<file path="config.mk">
export PLATFORM = sky130hd
export DESIGN_NAME = precise_exc_ctrl
export DESIGN_NICKNAME = d
export VERILOG_FILES = /design/src/rtl/pexc_pkg.sv /design/src/rtl/pexc_track.sv /design/src/rtl/pexc_arb.sv /design/src/rtl/pexc_commit.sv /design/src/rtl/precise_exc_ctrl.sv
export SDC_FILE = /design/constraint.sdc
export NUM_CORES = 1
export LEC_CHECK = 0
export ABC_AREA = 1
export ABC_CLOCK_PERIOD_IN_PS = 2800
export BUFFER_PORTS_ARGS = -buffer_cell sky130_fd_sc_hd__buf_2
export CAP_MARGIN = 10
export CORE_ASPECT_RATIO = 1.25
export CORE_MARGIN = 3
export CORE_UTILIZATION = 48
export DETAILED_ROUTE_END_ITERATION = 10
export PLACE_DENSITY = 0.79
export SYNTH_ARGS = -nofsm -noshare
export SYNTH_HDL_FRONTEND = slang
export SYNTH_SLANG_ARGS = --single-unit
</file>
<file path="constraint.sdc">
create_clock -name clk -period 2.8 [get_ports clk]
set_input_delay 0.56 -clock clk [delete_from_list [all_inputs] [get_ports clk]]
set_output_delay 0.56 -clock clk [all_outputs]
set_load 0.01 [all_outputs]
</file>
<file path="src/rtl/pexc_pkg.sv">
package pexc_pkg;

  // Stage count of the pipe and the number of stages whose faults are carried
  localparam int NSTG = 5;
  localparam int NTRK = 3;
  localparam int CAUSE_W = 5;

  typedef enum logic [CAUSE_W-1:0] {
    CS_IRQ      = 5'd0,
    CS_PF_FETCH = 5'd4,
    CS_PF_DATA  = 5'd5,
    CS_UNDEF    = 5'd10,
    CS_OVF      = 5'd12
  } cause_e;

  // A fault attached to one instruction
  typedef struct packed {
    logic   vld;
    cause_e cause;
  } xrec_t;

  localparam xrec_t REC_NONE = '{vld: 1'b0, cause: CS_IRQ};

endpackage

</file>
<file path="src/rtl/pexc_track.sv">
// Carries fault records alongside instructions from fetch down to the
// memory stage. Slot k belongs to the instruction in stage k+1.
module pexc_track
  import pexc_pkg::*;
(
  input  logic              clk,
  input  logic              rst_n,
  input  logic              adv,
  input  logic              kill,
  input  logic [NTRK-1:0]   src_vld,
  input  xrec_t [NTRK-1:0]  raise,
  output xrec_t             mem_rec
);

  genvar k;
  generate
    for (k = 0; k < NTRK; k++) begin : g_slot
      xrec_t q;
      xrec_t feed;

      if (k == 0) begin : g_head
        assign feed = raise[0];
      end else begin : g_body
        // the earliest fault of an instruction wins over a later one
        assign feed = g_slot[k-1].q.vld ? g_slot[k-1].q : raise[k];
      end

      always_ff @(posedge clk or negedge rst_n) begin
        if (!rst_n) begin
          q <= REC_NONE;
        end else if (kill) begin
          q <= REC_NONE;
        end else if (adv) begin
          q <= src_vld[k] ? feed : REC_NONE;
        end
      end
    end
  endgenerate

  assign mem_rec = g_slot[NTRK-1].q;

endmodule

</file>
<file path="src/rtl/pexc_arb.sv">
// Commit-point selection: memory-stage instruction fault first, then its
// own data page fault, then an interrupt attached to it.
module pexc_arb
  import pexc_pkg::*;
#(
  parameter int XLEN       = 32,
  parameter int INSN_BYTES = 4
) (
  input  logic            mem_vld,
  input  logic            block,
  input  xrec_t           mem_rec,
  input  logic            mem_pf,
  input  logic            irq,
  input  logic [XLEN-1:0] pc_mem,
  output logic            take,
  output cause_e          cause,
  output logic [XLEN-1:0] epc
);

  localparam logic [XLEN-1:0] STEP = XLEN'(INSN_BYTES);

  always_comb begin
    take  = 1'b0;
    cause = CS_IRQ;
    if (mem_vld && !block) begin
      if (mem_rec.vld) begin
        take  = 1'b1;
        cause = mem_rec.cause;
      end else if (mem_pf) begin
        take  = 1'b1;
        cause = CS_PF_DATA;
      end else if (irq) begin
        take  = 1'b1;
        cause = CS_IRQ;
      end
    end
  end

  // an overflow resumes after the faulting instruction
  assign epc = (cause == CS_OVF) ? pc_mem + STEP : pc_mem;

endmodule

</file>
<file path="src/rtl/pexc_commit.sv">
// Registers the taken exception: EPC, cause, redirect and per-stage flush.
module pexc_commit
  import pexc_pkg::*;
#(
  parameter int XLEN = 32
) (
  input  logic               clk,
  input  logic               rst_n,
  input  logic               take,
  input  logic               adv,
  input  cause_e             cause,
  input  logic [XLEN-1:0]    epc,
  output logic               take_q,
  output logic [NSTG-1:0]    flush,
  output logic [XLEN-1:0]    epc_q,
  output logic [CAUSE_W-1:0] cause_q
);

  logic adv_q;

  always_ff @(posedge clk or negedge rst_n) begin
    if (!rst_n) begin
      take_q  <= 1'b0;
      adv_q   <= 1'b0;
      epc_q   <= '0;
      cause_q <= '0;
    end else begin
      take_q <= take;
      adv_q  <= adv;
      if (take) begin
        epc_q   <= epc;
        cause_q <= cause;
      end
    end
  end

  genvar s;
  generate
    for (s = 0; s < NSTG; s++) begin : g_fl
      if (s == NSTG - 1) begin : g_wb
        // faulting instruction sits in writeback only if the pipe moved
        assign flush[s] = take_q & adv_q;
      end else begin : g_front
        assign flush[s] = take_q;
      end
    end
  endgenerate

endmodule

</file>
<file path="src/rtl/precise_exc_ctrl.sv">
module precise_exc_ctrl
  import pexc_pkg::*;
#(
  parameter int              XLEN       = 32,
  parameter int              INSN_BYTES = 4,
  parameter logic [XLEN-1:0] HANDLER_PC = 32'h8000_0180
) (
  input  logic               clk,
  input  logic               rst_n,
  input  logic               adv_i,
  input  logic [3:0]         vld_i,
  input  logic               if_pgflt_i,
  input  logic               id_undef_i,
  input  logic               ex_ovf_i,
  input  logic               mem_pgflt_i,
  input  logic               irq_i,
  input  logic [XLEN-1:0]    pc_mem_i,
  output logic               redirect_o,
  output logic [XLEN-1:0]    redirect_pc_o,
  output logic [NSTG-1:0]    flush_o,
  output logic [XLEN-1:0]    epc_o,
  output logic [CAUSE_W-1:0] cause_o
);

  xrec_t [NTRK-1:0] raise;
  xrec_t            mem_rec;
  logic             take;
  logic             take_q;
  cause_e           sel_cause;
  logic [XLEN-1:0]  sel_epc;

  always_comb begin
    raise[0] = '{vld: vld_i[0] & if_pgflt_i, cause: CS_PF_FETCH};
    raise[1] = '{vld: vld_i[1] & id_undef_i, cause: CS_UNDEF};
    raise[2] = '{vld: vld_i[2] & ex_ovf_i,   cause: CS_OVF};
  end

  pexc_track u_track (
    .clk     (clk),
    .rst_n   (rst_n),
    .adv     (adv_i),
    .kill    (take | take_q),
    .src_vld (vld_i[NTRK-1:0]),
    .raise   (raise),
    .mem_rec (mem_rec)
  );

  pexc_arb #(.XLEN(XLEN), .INSN_BYTES(INSN_BYTES)) u_arb (
    .mem_vld (vld_i[3]),
    .block   (take_q),
    .mem_rec (mem_rec),
    .mem_pf  (mem_pgflt_i),
    .irq     (irq_i),
    .pc_mem  (pc_mem_i),
    .take    (take),
    .cause   (sel_cause),
    .epc     (sel_epc)
  );

  pexc_commit #(.XLEN(XLEN)) u_commit (
    .clk     (clk),
    .rst_n   (rst_n),
    .take    (take),
    .adv     (adv_i),
    .cause   (sel_cause),
    .epc     (sel_epc),
    .take_q  (take_q),
    .flush   (flush_o),
    .epc_q   (epc_o),
    .cause_q (cause_o)
  );

  assign redirect_o    = take_q;
  assign redirect_pc_o = HANDLER_PC;

endmodule

</file>
==> results.json <==
{
  "layout.nets": 531,
  "drv_cap": 0,
  "ctsResizeCount": 0,
  "place_hpwl_mm": 5.60,
  "drive_gt1_frac": 0.228,
  "p_clk_frac": 0.285,
  "setup.worst_path.end_class": "flip-flop",
  "holdBufCountCts": 0,
  "clockBufferDepth": 2,
  "drcViolationCount": 0,
  "reg2reg_depth": 5,
  "dieArea_mm2": 0.00719,
  "rows": 31,
  "clk_latency_ns": 0.30,
  "firstDrtPassIters": 5,
  "fin_crit_sh": 0.692,
  "netlist_area_mm2": 0.00298,
  "crit_type": "reg -> reg",
  "grt_max_degree": 40,
  "root_buffer": "clkbuf_8",
  "place_inst": 561,
  "gp_congestion": 0.890,
  "dieWidth_um": 76.4,
  "crit_chain": "inv_2, nand2_4, a21oi_2, inv_1, o21ai_0",
  "worstMarginPinSlew_ns": 1.18,
  "synth_top_area_share": 0.395,
  "finalSetupTns_ns": 0,
  "synth_edf_count": 0,
  "grt_pass1_vias": 2613,
  "synth_ff_type": "dfrtp_1",
  "slew_headroom": 0.212,
  "port_buffers": 85,
  "startpoint_type": "flip-flop",
  "r2r_start": "u_commit.take_q$_DFF_PN0_",
  "synth.area.top_cells": "dfrtp_1 40%, nand2_1 16%, buf_4 9.3%",
  "wl_per_cell_um": 12.9,
  "power.leakage_uw": 0.00191,
  "syn_inst": 407,
  "switching_share": 0.315,
  "cts_setup_buffers": 0,
  "rsz0062_at_grt": "false",
  "antenna_found_initial": 0,
  "cts_made_buffers": 5,
  "intPower_uw": 1180,
  "die_y_um": 94.0,
  "seq_power_share": 0.475,
  "grt_pass1_wl_mm": 12.0,
  "ys_ff_latch": 47,
  "cp_max_fo": 39,
  "slowest_stage": "inv_1",
  "pwr_density_cell_mw_per_mm2": 506,
  "cp-startpoint": "u_commit.take_q$_DFF_PN0_",
  "clk_pin_slew_ns": 0.09,
  "cp_num_buf_inv": 2,
  "via_per_inst": 4.90,
  "wl_mm": 7.32,
  "cp.required_ns": 2.93,
  "yosys_warnings": 0,
  "fin_cells": 568,
  "cts.htree.levels": 2,
  "cp_data_arrival_time_ns": 2.07,
  "coreArea_mm2": 0.00590,
  "fmax_mhz": 516,
  "synthArstFlopShare": 1.00,
  "syn_area_per_cell_um2": 7.31,
  "ios": 119,
  "hp-class": "in -> async",
  "combPwrFrac": 0.240,
  "power.switching_uw": 545,
  "grt_overflow": 0,
  "rrSetupSlack_ns": 0.86,
  "finalCriticalPeriod_ns": 1.94,
  "hold_viol": 0,
  "status": "completed",
  "r2r-end": "u_commit.epc_q[2]$_DFFE_PN0P_",
  "start_util": 0.505,
  "drv_slew": 0,
  "yosysUniqueCellTypes": 38,
  "synth_common_cells": "127 x nand2_1, 47 x dfrtp_1, 45 x nand3_1",
  "timing.hold.ws_ns": 0.195,
  "peakVddDrop_mv": 0.297,
  "cts.sinks": 47,
  "ys_seq_area_frac": 0.395,
  "track_usage": 0.208,
  "drt_iter0_drc": 143,
  "ant_nets": 0,
  "area_delta_synth_final_pct": 14.9,
  "vias": 2783,
  "crit_family": "buffers and inverters",
  "synth_most_common_cell": "nand2_1",
  "cts_tree": "built",
  "finClkSkew_ns": 0.00482,
  "num_antenna_cells": 0,
  "max_stage_delay_ns": 0.84,
  "synth_largest_area_cell": "dfrtp_1",
  "setup_viol": 0
}
[routing by layer]
layer / up-vias / part of all wire / track usage
met4: 0 / 0.0097 / 0.0423
li1: 1381 / - / -
met2: 98 / 0.53 / 0.391
met1: 1295 / 0.40 / 0.248
met5: - / 0 / 0
met3: 9 / 0.062 / 0.0384
[worst max-delay path by stage]
stage,endpoint,slack (ns),depth (start not counted)
after floorplan,u_commit.epc_q[30]$_DFFE_PN0P_,1.27,8
after global placement,u_commit.epc_q[5]$_DFFE_PN0P_,0.73,5
after detailed placement,u_commit.epc_q[5]$_DFFE_PN0P_,0.68,5
after CTS,u_commit.epc_q[5]$_DFFE_PN0P_,0.86,5
after global routing,u_commit.cause_q[2]$_DFFE_PN0P_,0.62,6
final,u_commit.epc_q[2]$_DFFE_PN0P_,0.86,5
[state kept, by name, indices dropped and copies added (netlist names)]
name / cells
u_commit.cause_q: 4
u_track.g_slot.q: 5
u_commit.take_q: 1
u_commit.epc_q: 32
u_track.mem_rec: 4
u_commit.adv_q: 1
[layout by cell type, fill, tap and decap left out, drive strengths merged]
cell type,instances
inv,38
nand3,47
a21oi,6
xnor2,4
nand2,129
xor2,5
o21ai,9
buf,87
nor3,4
nand4,9
nand3b,1
nor2,44
o311ai,1
a21o,3
o2111ai,1
o31ai,1
bufinv,1
or2,1
clkbuf,5
ha,1
clkinv,1
conb,33
clkinvlp,1
and2,1
and3,1
o22ai,4
dfrtp,47
a31oi,1
[worst reg2reg max path: stages, from the launching register on]
cell	delay, ns
dfrtp_1	0.47
inv_2	0.09
nand2_4	0.10
a21oi_2	0.04
inv_1	0.84
o21ai_0	0.24
[per-stage QoR]
step	util	worst slack [ns]	total power, uW	area, um^2
6_report	0.580	0.863	1730	3420
5_1_grt	0.580	0.621	1840	3420
4_1_cts	0.580	0.860	1740	3420
3_5_place_dp	0.562	0.683	1250	3310
3_3_place_gp	0.562	0.735	1240	3310
2_1_floorplan	-	1.27	1090	3090
[kinds of logic after synthesis]
group                    count (synthesis)  synth area share
AND/OR/NAND/NOR                        237             0.361
other                                    2           0.00252
XOR/XNOR                                 9            0.0265
buffers and inverters                   85             0.158
AO/OA/AOI/OAI                           26            0.0530
flip-flops                              47             0.395
adder cells (fa/ha/maj)                  1           0.00420
[power groups by stage]
stage	clock [uW]	combinational (uW)	sequential (uW)
floorplan	0	219	876
global placement	0	409	835
detailed placement	0	416	835
CTS	504	418	822
global route	539	466	834
finish	494	414	822
[layout make-up]
type | count | area (um^2)
fillers | 585 | 2480
clock buffers | 5 | 68.8
inverters | 39 | 146
clock inverters | 2 | 37.5
repair buffers | 87 | 440
well taps | 82 | 103
flip-flops and latches | 47 | 1180
multi-input cells | 306 | 1450
No activity file was read; power rests on OpenSTA's default activity.
